## src/rtl/crc32_fcs_tx.sv

```systemverilog
module crc32_fcs_tx #(
  parameter int          CRC_W    = 32,
  parameter logic [31:0] POLY_REV = 32'hEDB88320,
  parameter int          N_FCS    = CRC_W / 8
) (
  input  logic       clk,
  input  logic       rst_n,
  input  logic       sof,
  input  logic       in_valid,
  input  logic [7:0] in_data,
  input  logic       in_last,
  output logic       in_ready,
  output logic       out_valid,
  output logic [7:0] out_data,
  output logic       out_last
);
  localparam int CNT_W = (N_FCS > 1) ? $clog2(N_FCS) : 1;
  localparam logic [CNT_W-1:0] CNT_END = CNT_W'(N_FCS - 1);

  logic [CRC_W-1:0] crc_q, crc_base, crc_nxt;
  logic             fcs_q;
  logic [CNT_W-1:0] cnt_q;
  logic             accept;

  assign in_ready = !fcs_q;
  assign accept   = in_valid && in_ready;
  assign crc_base = sof ? '1 : crc_q;

  always_comb begin
    crc_nxt = crc_base;
    for (int i = 0; i < 8; i++)
      crc_nxt = (crc_nxt >> 1) ^ ((crc_nxt[0] ^ in_data[i]) ? POLY_REV : '0);
  end

  always_ff @(posedge clk) begin
    if (!rst_n) begin
      crc_q     <= '1;
      fcs_q     <= 1'b0;
      cnt_q     <= '0;
      out_valid <= 1'b0;
      out_data  <= '0;
      out_last  <= 1'b0;
    end else begin
      out_valid <= 1'b0;
      out_last  <= 1'b0;
      if (accept) begin
        crc_q     <= crc_nxt;
        out_valid <= 1'b1;
        out_data  <= in_data;
        fcs_q     <= in_last;
        cnt_q     <= '0;
      end else if (sof) begin
        crc_q <= '1;
        fcs_q <= 1'b0;
      end else if (fcs_q) begin
        out_valid <= 1'b1;
        out_data  <= ~crc_q[{cnt_q, 3'b000} +: 8];
        out_last  <= (cnt_q == CNT_END);
        cnt_q     <= cnt_q + 1'b1;
        if (cnt_q == CNT_END) begin
          fcs_q <= 1'b0;
          crc_q <= '1;
        end
      end
    end
  end

  AST_PASS_THROUGH: assert property (@(posedge clk) disable iff (!rst_n)
    (in_valid && in_ready) |=> (out_valid && !out_last && out_data == $past(in_data)));
  AST_IDLE_QUIET: assert property (@(posedge clk) disable iff (!rst_n)
    (!in_valid && in_ready) |=> !out_valid);
  AST_FCS_STREAM: assert property (@(posedge clk) disable iff (!rst_n)
    (!in_ready && !sof) |=> out_valid);
  AST_LAST_SINGLE: assert property (@(posedge clk) disable iff (!rst_n)
    out_last |=> !out_last);
  AST_LAST_REOPENS: assert property (@(posedge clk) disable iff (!rst_n)
    out_last |-> (in_ready && out_valid));
  AST_CLOSE_AFTER_LAST: assert property (@(posedge clk) disable iff (!rst_n)
    (in_valid && in_ready && in_last) |=> !in_ready);
  AST_SOF_ABORT: assert property (@(posedge clk) disable iff (!rst_n)
    (sof && !in_ready) |=> (in_ready && !out_valid));
endmodule

```

## config.mk

```make
export PLATFORM = sky130hd
export DESIGN_NAME = crc32_fcs_tx
export DESIGN_NICKNAME = d
export VERILOG_FILES = /design/src/rtl/crc32_fcs_tx.sv
export SDC_FILE = /design/constraint.sdc
export NUM_CORES = 1
export LEC_CHECK = 0
export BUFFER_PORTS_ARGS = -buffer_cell sky130_fd_sc_hd__buf_2
export CORE_AREA = 4 4 102 104
export DETAILED_ROUTE_END_ITERATION = 12
export DIE_AREA = 0 0 106 108
export SYNTH_ARGS = -nofsm -noshare
export SYNTH_HDL_FRONTEND = slang
export SYNTH_SLANG_ARGS = --single-unit
```

## constraint.sdc

```tcl
create_clock -name clk -period 2.1 [get_ports clk]
set_input_delay 0.21 -clock clk [delete_from_list [all_inputs] [get_ports clk]]
set_output_delay 0.21 -clock clk [all_outputs]
set_load 0.01 [all_outputs]
```

==> run_results.csv, run 1 <==
group,metric,value,unit
outcome,status,"complete, no violations",
floorplan,dieArea,0.0114,mm2
placed_design,detailedPlace.worstSlack,64.0,ps
synthesis,postSynthAreaPerCell,8.80,um2
clock_tree,cts_root_buffer,"clkbuf_8",
pwr,leakage,1.41,nW
timing,max_freq,502,MHz
placed_design,dp_hpwl,6.82,mm
grt,antenna_found_initial,0,
worst_setup_path,crit_path_end_kind,"flip-flop",
floorplan,core,0.00955,mm2
clock_tree,cts_buffer_depth,2,
timing,fin_worst_skew,7.68,ps
synthesis,synth-adder-area-share,0.00382,
clock_tree,h-tree-depth,2,
clock_tree,cts_buffers,5,
synthesis,ys.flop_type,"dfxtp_1",
cells_and_area,drive_gt1_frac,0.188,
synthesis,yosys_warnings,0,
synthesis,synth_seq_cells,45,
clock_tree,clkTransAtPathRegs,90,ps
cells_and_area,syn2layout_area_growth,12.9,%
clock_tree,cts_tree,"yes",
clock_tree,insertion_delay,300,ps
pwr,power.density,827,mW/mm2
timing,period_share,0.948,
timing,setup_viol,0,
grt,grt_pass1_wl,14.9,mm
timing,postLayoutSetupSlackWorst,109,ps
worst_setup_path,critPathMaxFanout,7,
grt,first_global_vias,2730,
clock_tree,cts_sinks,45,
timing,rsz0062_at_grt,"true",
grt,grt_max_degree,33,
synthesis,ys_seq_area_frac,0.275,
cells_and_area,fin_nets,406,
timing,fin_crit,1990,ps
worst_setup_path,start_kind,"flip-flop",
pwr,p_total,0.00306,W
hold_path,hold_path.class,"in2reg",
synthesis,synth_mux_area_frac,0.0592,
clock_tree,postCtsSetupBuffers,0,
cells_and_area,diodes,0,
routing,finalWirelength,9.28,mm
floorplan,die_h,108,um
placed_design,numPortBuffers,23,
timing,worst_slew_pin_slew,562,ps
routing,ant_nets,0,
grt,grt_use_total,0.166,
synthesis,synth_cell_types,48,
routing,drc,0,
worst_setup_path,reg2reg_depth,6,
worst_setup_path,critical_path_class,"reg2reg",
synthesis,synth-simple-area-share,0.144,
synthesis,synth_edf_count,0,
worst_setup_path,cp.arrival,2170,ps
synthesis,syn_inst,372,
synthesis,synth_xor_area_frac,0.303,
floorplan,start_util,0.343,
placed_design,gp_congestion,0.901,
floorplan,io_pins,24,
hold_path,hold_depth,3,
routing,drtIter0Drc,200,
grt,grt_overflow,0,
timing,relSlewSlack,0.623,
routing,vias_per_cell,5.27,
routing,wl_per_cell,17.6,um
synthesis,netlist_area,0.00327,mm2
routing,num_vias,2772,
floorplan,std_cell_rows,36,
timing,hold_viol,0,
timing,report.final.slew_viol_count,0,
synthesis,synth_top_family_by_area,"XOR/XNOR gates",
worst_setup_path,critical_path_required,2280,ps
synthesis,synth-compound-area-share,0.154,
synthesis,async_reset_ff_frac,0,
synthesis,syn_nets,386,
floorplan,chipWidth,106,um
pwr,ir_drop,0.310,mV
routing,drtPass1Iterations,4,
run,maxCapViolations,0,
==> worst max-delay path, cell delays in order (launching register included) <==
cell and delay [ps]:
dfxtp_1 470, xnor2_1 170, or3_1 420, nand2_4 200, xnor3_1 420, o22ai_1 130
nand2_1 70
==> path summary, 6_finish.rpt <==
kind / startpoint / to / slack (ps)
worst min-delay path: in_last / fcs_q / 160
worst max register to register: crc_q[7] / crc_q[27] / 110
worst min register to register: crc_q[26] / crc_q[26] / 540
worst max-delay path: crc_q[7] / crc_q[27] / 110
==> cell type report <==
class / instances / area [um2]
clock buffers: 6 / 82.6
clock inverters: 2 / 37.5
fillers: 975 / 5850
inverters: 4 / 15.0
multi-input cells: 289 / 2190
flip-flops and latches: 45 / 901
well taps: 133 / 166
repair buffers: 47 / 308
==> cells in the final DEF (no fill, tap or decap), types with 2 or more instances in the layout <==
cell type	Yosys	layout
xor2_1	21	20
o21ai_1	3	3
o211ai_1	14	14
dfxtp_1	45	45
clkbuf_8	1	6
nand3_1	4	4
buf_4	1	23
a21oi_1	15	15
nor3_1	8	8
a211oi_1	5	5
xnor2_1	50	50
xor2_2	2	3
inv_1	4	4
buf_2	10	23
nand2_1	54	54
xnor3_2	2	2
xnor3_1	10	10
o22ai_1	23	23
xor3_1	2	2
o21ai_0	6	6
or3_1	4	4
o31ai_1	3	3
nor2_1	37	36
mux4_2	7	7
==> metrics by stage <==
stage | hold WS, ps | util | TNS [ps] | std cells | instance area (um2)
5_1_grt | 208 | 0.387 | -3.32 | 526 | 3700
3_5_place_dp | 474 | 0.373 | 0 | 518 | 3570
6_report | 155 | 0.387 | 0 | 526 | 3700
3_3_place_gp | 462 | 0.373 | 0 | 518 | 3570
2_1_floorplan | 346 | - | 0 | 372 | 3270
4_1_cts | 157 | 0.386 | 0 | 526 | 3690
==> sequential cells by signal, summed over array words and instances, names as in the netlist <==
register / count
cnt_q: 2
fcs_q: 1
out_data: 8
out_valid: 1
out_last: 1
crc_q: 32
==> where the power goes <==
group	switching [W]	internal, W
sequential	0.000118	0.000958
clock	0.000324	0.000388
combinational	0.000616	0.000653
==> synthesized netlist by cell type, types with 3 or more instances <==
master	instances	area (um2)
o21ai_1	3	15.0
a21oi_1	15	75.1
or3_1	4	25.0
buf_2	10	50.1
nor3_1	8	40.0
xor2_1	21	184
o22ai_1	23	144
dfxtp_1	45	901
a211oi_1	5	37.5
o211ai_1	14	105
nor2_1	37	139
xnor3_1	10	225
clkbuf_1	12	45.0
buf_1	5	18.8
nand2_1	54	203
o31ai_1	3	22.5
o21ai_0	6	30.0
nand3_1	4	20.0
mux4_2	7	158
inv_1	4	15.0
xnor2_1	50	438
==> logic make-up (layout without fill, tap and decap cells) <==
kind of cell	Yosys count	in the layout
and+or+nand+nor	113	113
xor gates and xnor gates	88	88
AOI/OAI and AO/OA	78	78
DFF	45	45
buffers and inverters	38	59
muxes	9	9
adders and majority gates	1	1
==> timing repair <==
action                                  CTS  global route
endpoints found under the hold margin     0             0
hold buffers                              0             0
endpoints found under the setup margin    0             2
resized for setup                         0             2
==> metal layers <==
metal  global-route usage  up-vias  share of wire
li1                     -     1324              -
met1                0.218     1308           0.42
met2                0.284      118           0.49
met3               0.0203       22          0.061
met4               0.0537        0          0.027
met5                    0        -              0
No activity file was read; power rests on OpenSTA's default activity.
==> run 2, diff against run 1 <==
- RECOVER_POWER: not set -> 100
==> run 2 against run 1 <==
First-iteration DRC count decreased by 3.5%. Utilization decreased by 0.33 points. Total power decreased by 0.29%. Fmax decreased by 2.4%. Clock skew increased by 1.6 ps. Combinational power about the same. Design area decreased by 0.85%. Non-clock buffer count unchanged. Critical path type unchanged.
==> run_results.csv, run 2 (synthesis results as in run 1) <==
group,metric,value,unit
worst_setup_path,critical_path_required,2330,ps
timing,worst_slew_pin_slew,563,ps
worst_setup_path,r2r-start,"crc_q[0]",
cells_and_area,stdcell_count,526,
timing,fin_crit,2040,ps
clock_tree,cts_tree,"yes",
cells_and_area,syn2layout_area_growth,11.9,%
clock_tree,clkTransAtPathRegs,90,ps
timing,max_freq,490,MHz
clock_tree,insertion_delay,300,ps
grt,first_global_vias,2730,
timing,setup_viol,0,
clock_tree,cts_root_buffer,"clkbuf_8",
worst_setup_path,worstPathCellList,"xor2_2, and2_0, xnor3_1, xor2_1, or3_1, o2111ai_1",
routing,drtIter0Drc,193,
cells_and_area,diodes,0,
worst_setup_path,crit_path_end_kind,"flip-flop",
timing,fin_worst_skew,9.26,ps
floorplan,dieArea,0.0114,mm2
placed_design,dp.cells,518,
timing,relSlewSlack,0.622,
floorplan,std_cell_rows,36,
floorplan,die_h,108,um
outcome,status,"complete, no violations",
worst_setup_path,cp_slowest_cell,"dfxtp_1",
worst_setup_path,start_kind,"flip-flop",
floorplan,io_pins,24,
cells_and_area,top_register,"crc_q",
hold_path,hold_path.class,"in2reg",
worst_setup_path,r2r_slack,60,ps
grt,grt_overflow,0,
worst_setup_path,cp.arrival,2260,ps
timing,hold_viol,0,
routing,drtPass1Iterations,4,
clock_tree,postCtsSetupBuffers,0,
routing,wl_per_cell,17.7,um
placed_design,numPortBuffers,23,
floorplan,chipWidth,106,um
worst_setup_path,startpoint,"crc_q[0]",
routing,finalWirelength,9.31,mm
timing,rsz0062_at_grt,"true",
grt,grt_use_total,0.166,
worst_setup_path,critical_path_class,"reg2reg",
cells_and_area,stdcell_area,0.00366,mm2
grt,grt_max_degree,33,
pwr,leakage,1.36,nW
cells_and_area,final_util,0.384,
worst_setup_path,crit_end,"crc_q[19]",
clock_tree,cts_buffer_depth,2,
placed_design,postPlaceCellArea,0.00357,mm2
run,maxCapViolations,0,
pwr,power.density,832,mW/mm2
worst_setup_path,rr_endpoint,"crc_q[19]",
grt,antenna_found_initial,0,
worst_setup_path,critPathMaxFanout,5,
worst_setup_path,cpPeakStageDelay,440,ps
floorplan,core,0.00955,mm2
clock_tree,cts_buffers,5,
cells_and_area,fin_nets,406,
routing,ant_nets,0,
clock_tree,h-tree-depth,2,
pwr,p_total,0.00305,W
placed_design,detailedPlace.worstSlack,64.0,ps
routing,drc,0,
cells_and_area,final_cell_mix,"54 x nand2_1, 50 x xnor2_1, 45 x dfxtp_1",
placed_design,dp_hpwl,6.82,mm
clock_tree,cts_sinks,45,
cells_and_area,drive_gt1_frac,0.148,
routing,num_vias,2771,
worst_setup_path,reg2reg_depth,6,
floorplan,start_util,0.343,
grt,grt_pass1_wl,14.9,mm
routing,vias_per_cell,5.27,
timing,postLayoutSetupSlackWorst,60.9,ps
cells_and_area,layout_commonest_cell,"nand2_1",
placed_design,gp_congestion,0.901,
cells_and_area,top_regs,"crc_q: 32 flops, out_data: 8 flops, cnt_q: 2 flops",
pwr,ir_drop,0.311,mV
cells_and_area,largest_register_ffs,32,
cells_and_area,fillers,990,
timing,period_share,0.971,
timing,report.final.slew_viol_count,0,
## run 2: changes by cell type in the layout (fill, tap and decap cells not counted), sizes merged
cell / delta
clkbuf: +15
buf: -15
## run 2: metrics by stage
stage / TNS, ps / hold slack [ps]
global placement: 0 / 462
detailed placement: 0 / 474
floorplan: 0 / 346
global route: -6.34 / 208
CTS: 0 / 157
finish: 0 / 154
## run 2: where the power goes
part	total [W]	switching, W	internal [W]
clock	0.000711	0.000323	0.000388
sequential	0.00108	0.000117	0.000958
combinational	0.00126	0.000618	0.000644
total	0.00305	0.00106	0.00199
## run 2: repair_timing
action	CTS	global route
endpoints found under the hold margin	0	0
hold buffers	0	0
resized for setup	0	2
setup endpoints to repair	0	2
## run 2: per-layer routing
metal | vias up | share of wire | track usage
met5 | - | 0 | 0
met1 | 1326 | 0.45 | 0.218
met2 | 99 | 0.48 | 0.284
met4 | 0 | 0.027 | 0.0537
li1 | 1324 | - | -
met3 | 22 | 0.043 | 0.0203
## run 2: layout make-up
type | count | area (um2) | share of cell area
Inverter | 4 | 15.0 | 0.00410
Tap cell | 133 | 166 | 0.0454
Clock buffer | 6 | 82.6 | 0.0225
Sequential cell | 45 | 901 | 0.246
Timing Repair Buffer | 47 | 280 | 0.0765
Multi-Input combinational cell | 289 | 2180 | 0.595
Clock inverter | 2 | 37.5 | 0.0102
## run 2: worst min-delay path by stage
stage	startpoint	end	cells after the start
floorplan	in_data[6]	out_data[6]	2
global placement	in_last	fcs_q	3
detailed placement	in_last	fcs_q	3
CTS	in_last	fcs_q	3
global route	in_last	fcs_q	3
finish	in_last	fcs_q	3
## run 2: critical path: cells and delay by family, from the launching register on
kind / cells / cell delay, ps
flip-flops: 1 / 440
AO/OA/AOI/OAI: 1 / 110
AND/OR/NAND/NOR: 2 / 550
XOR/XNOR: 3 / 860
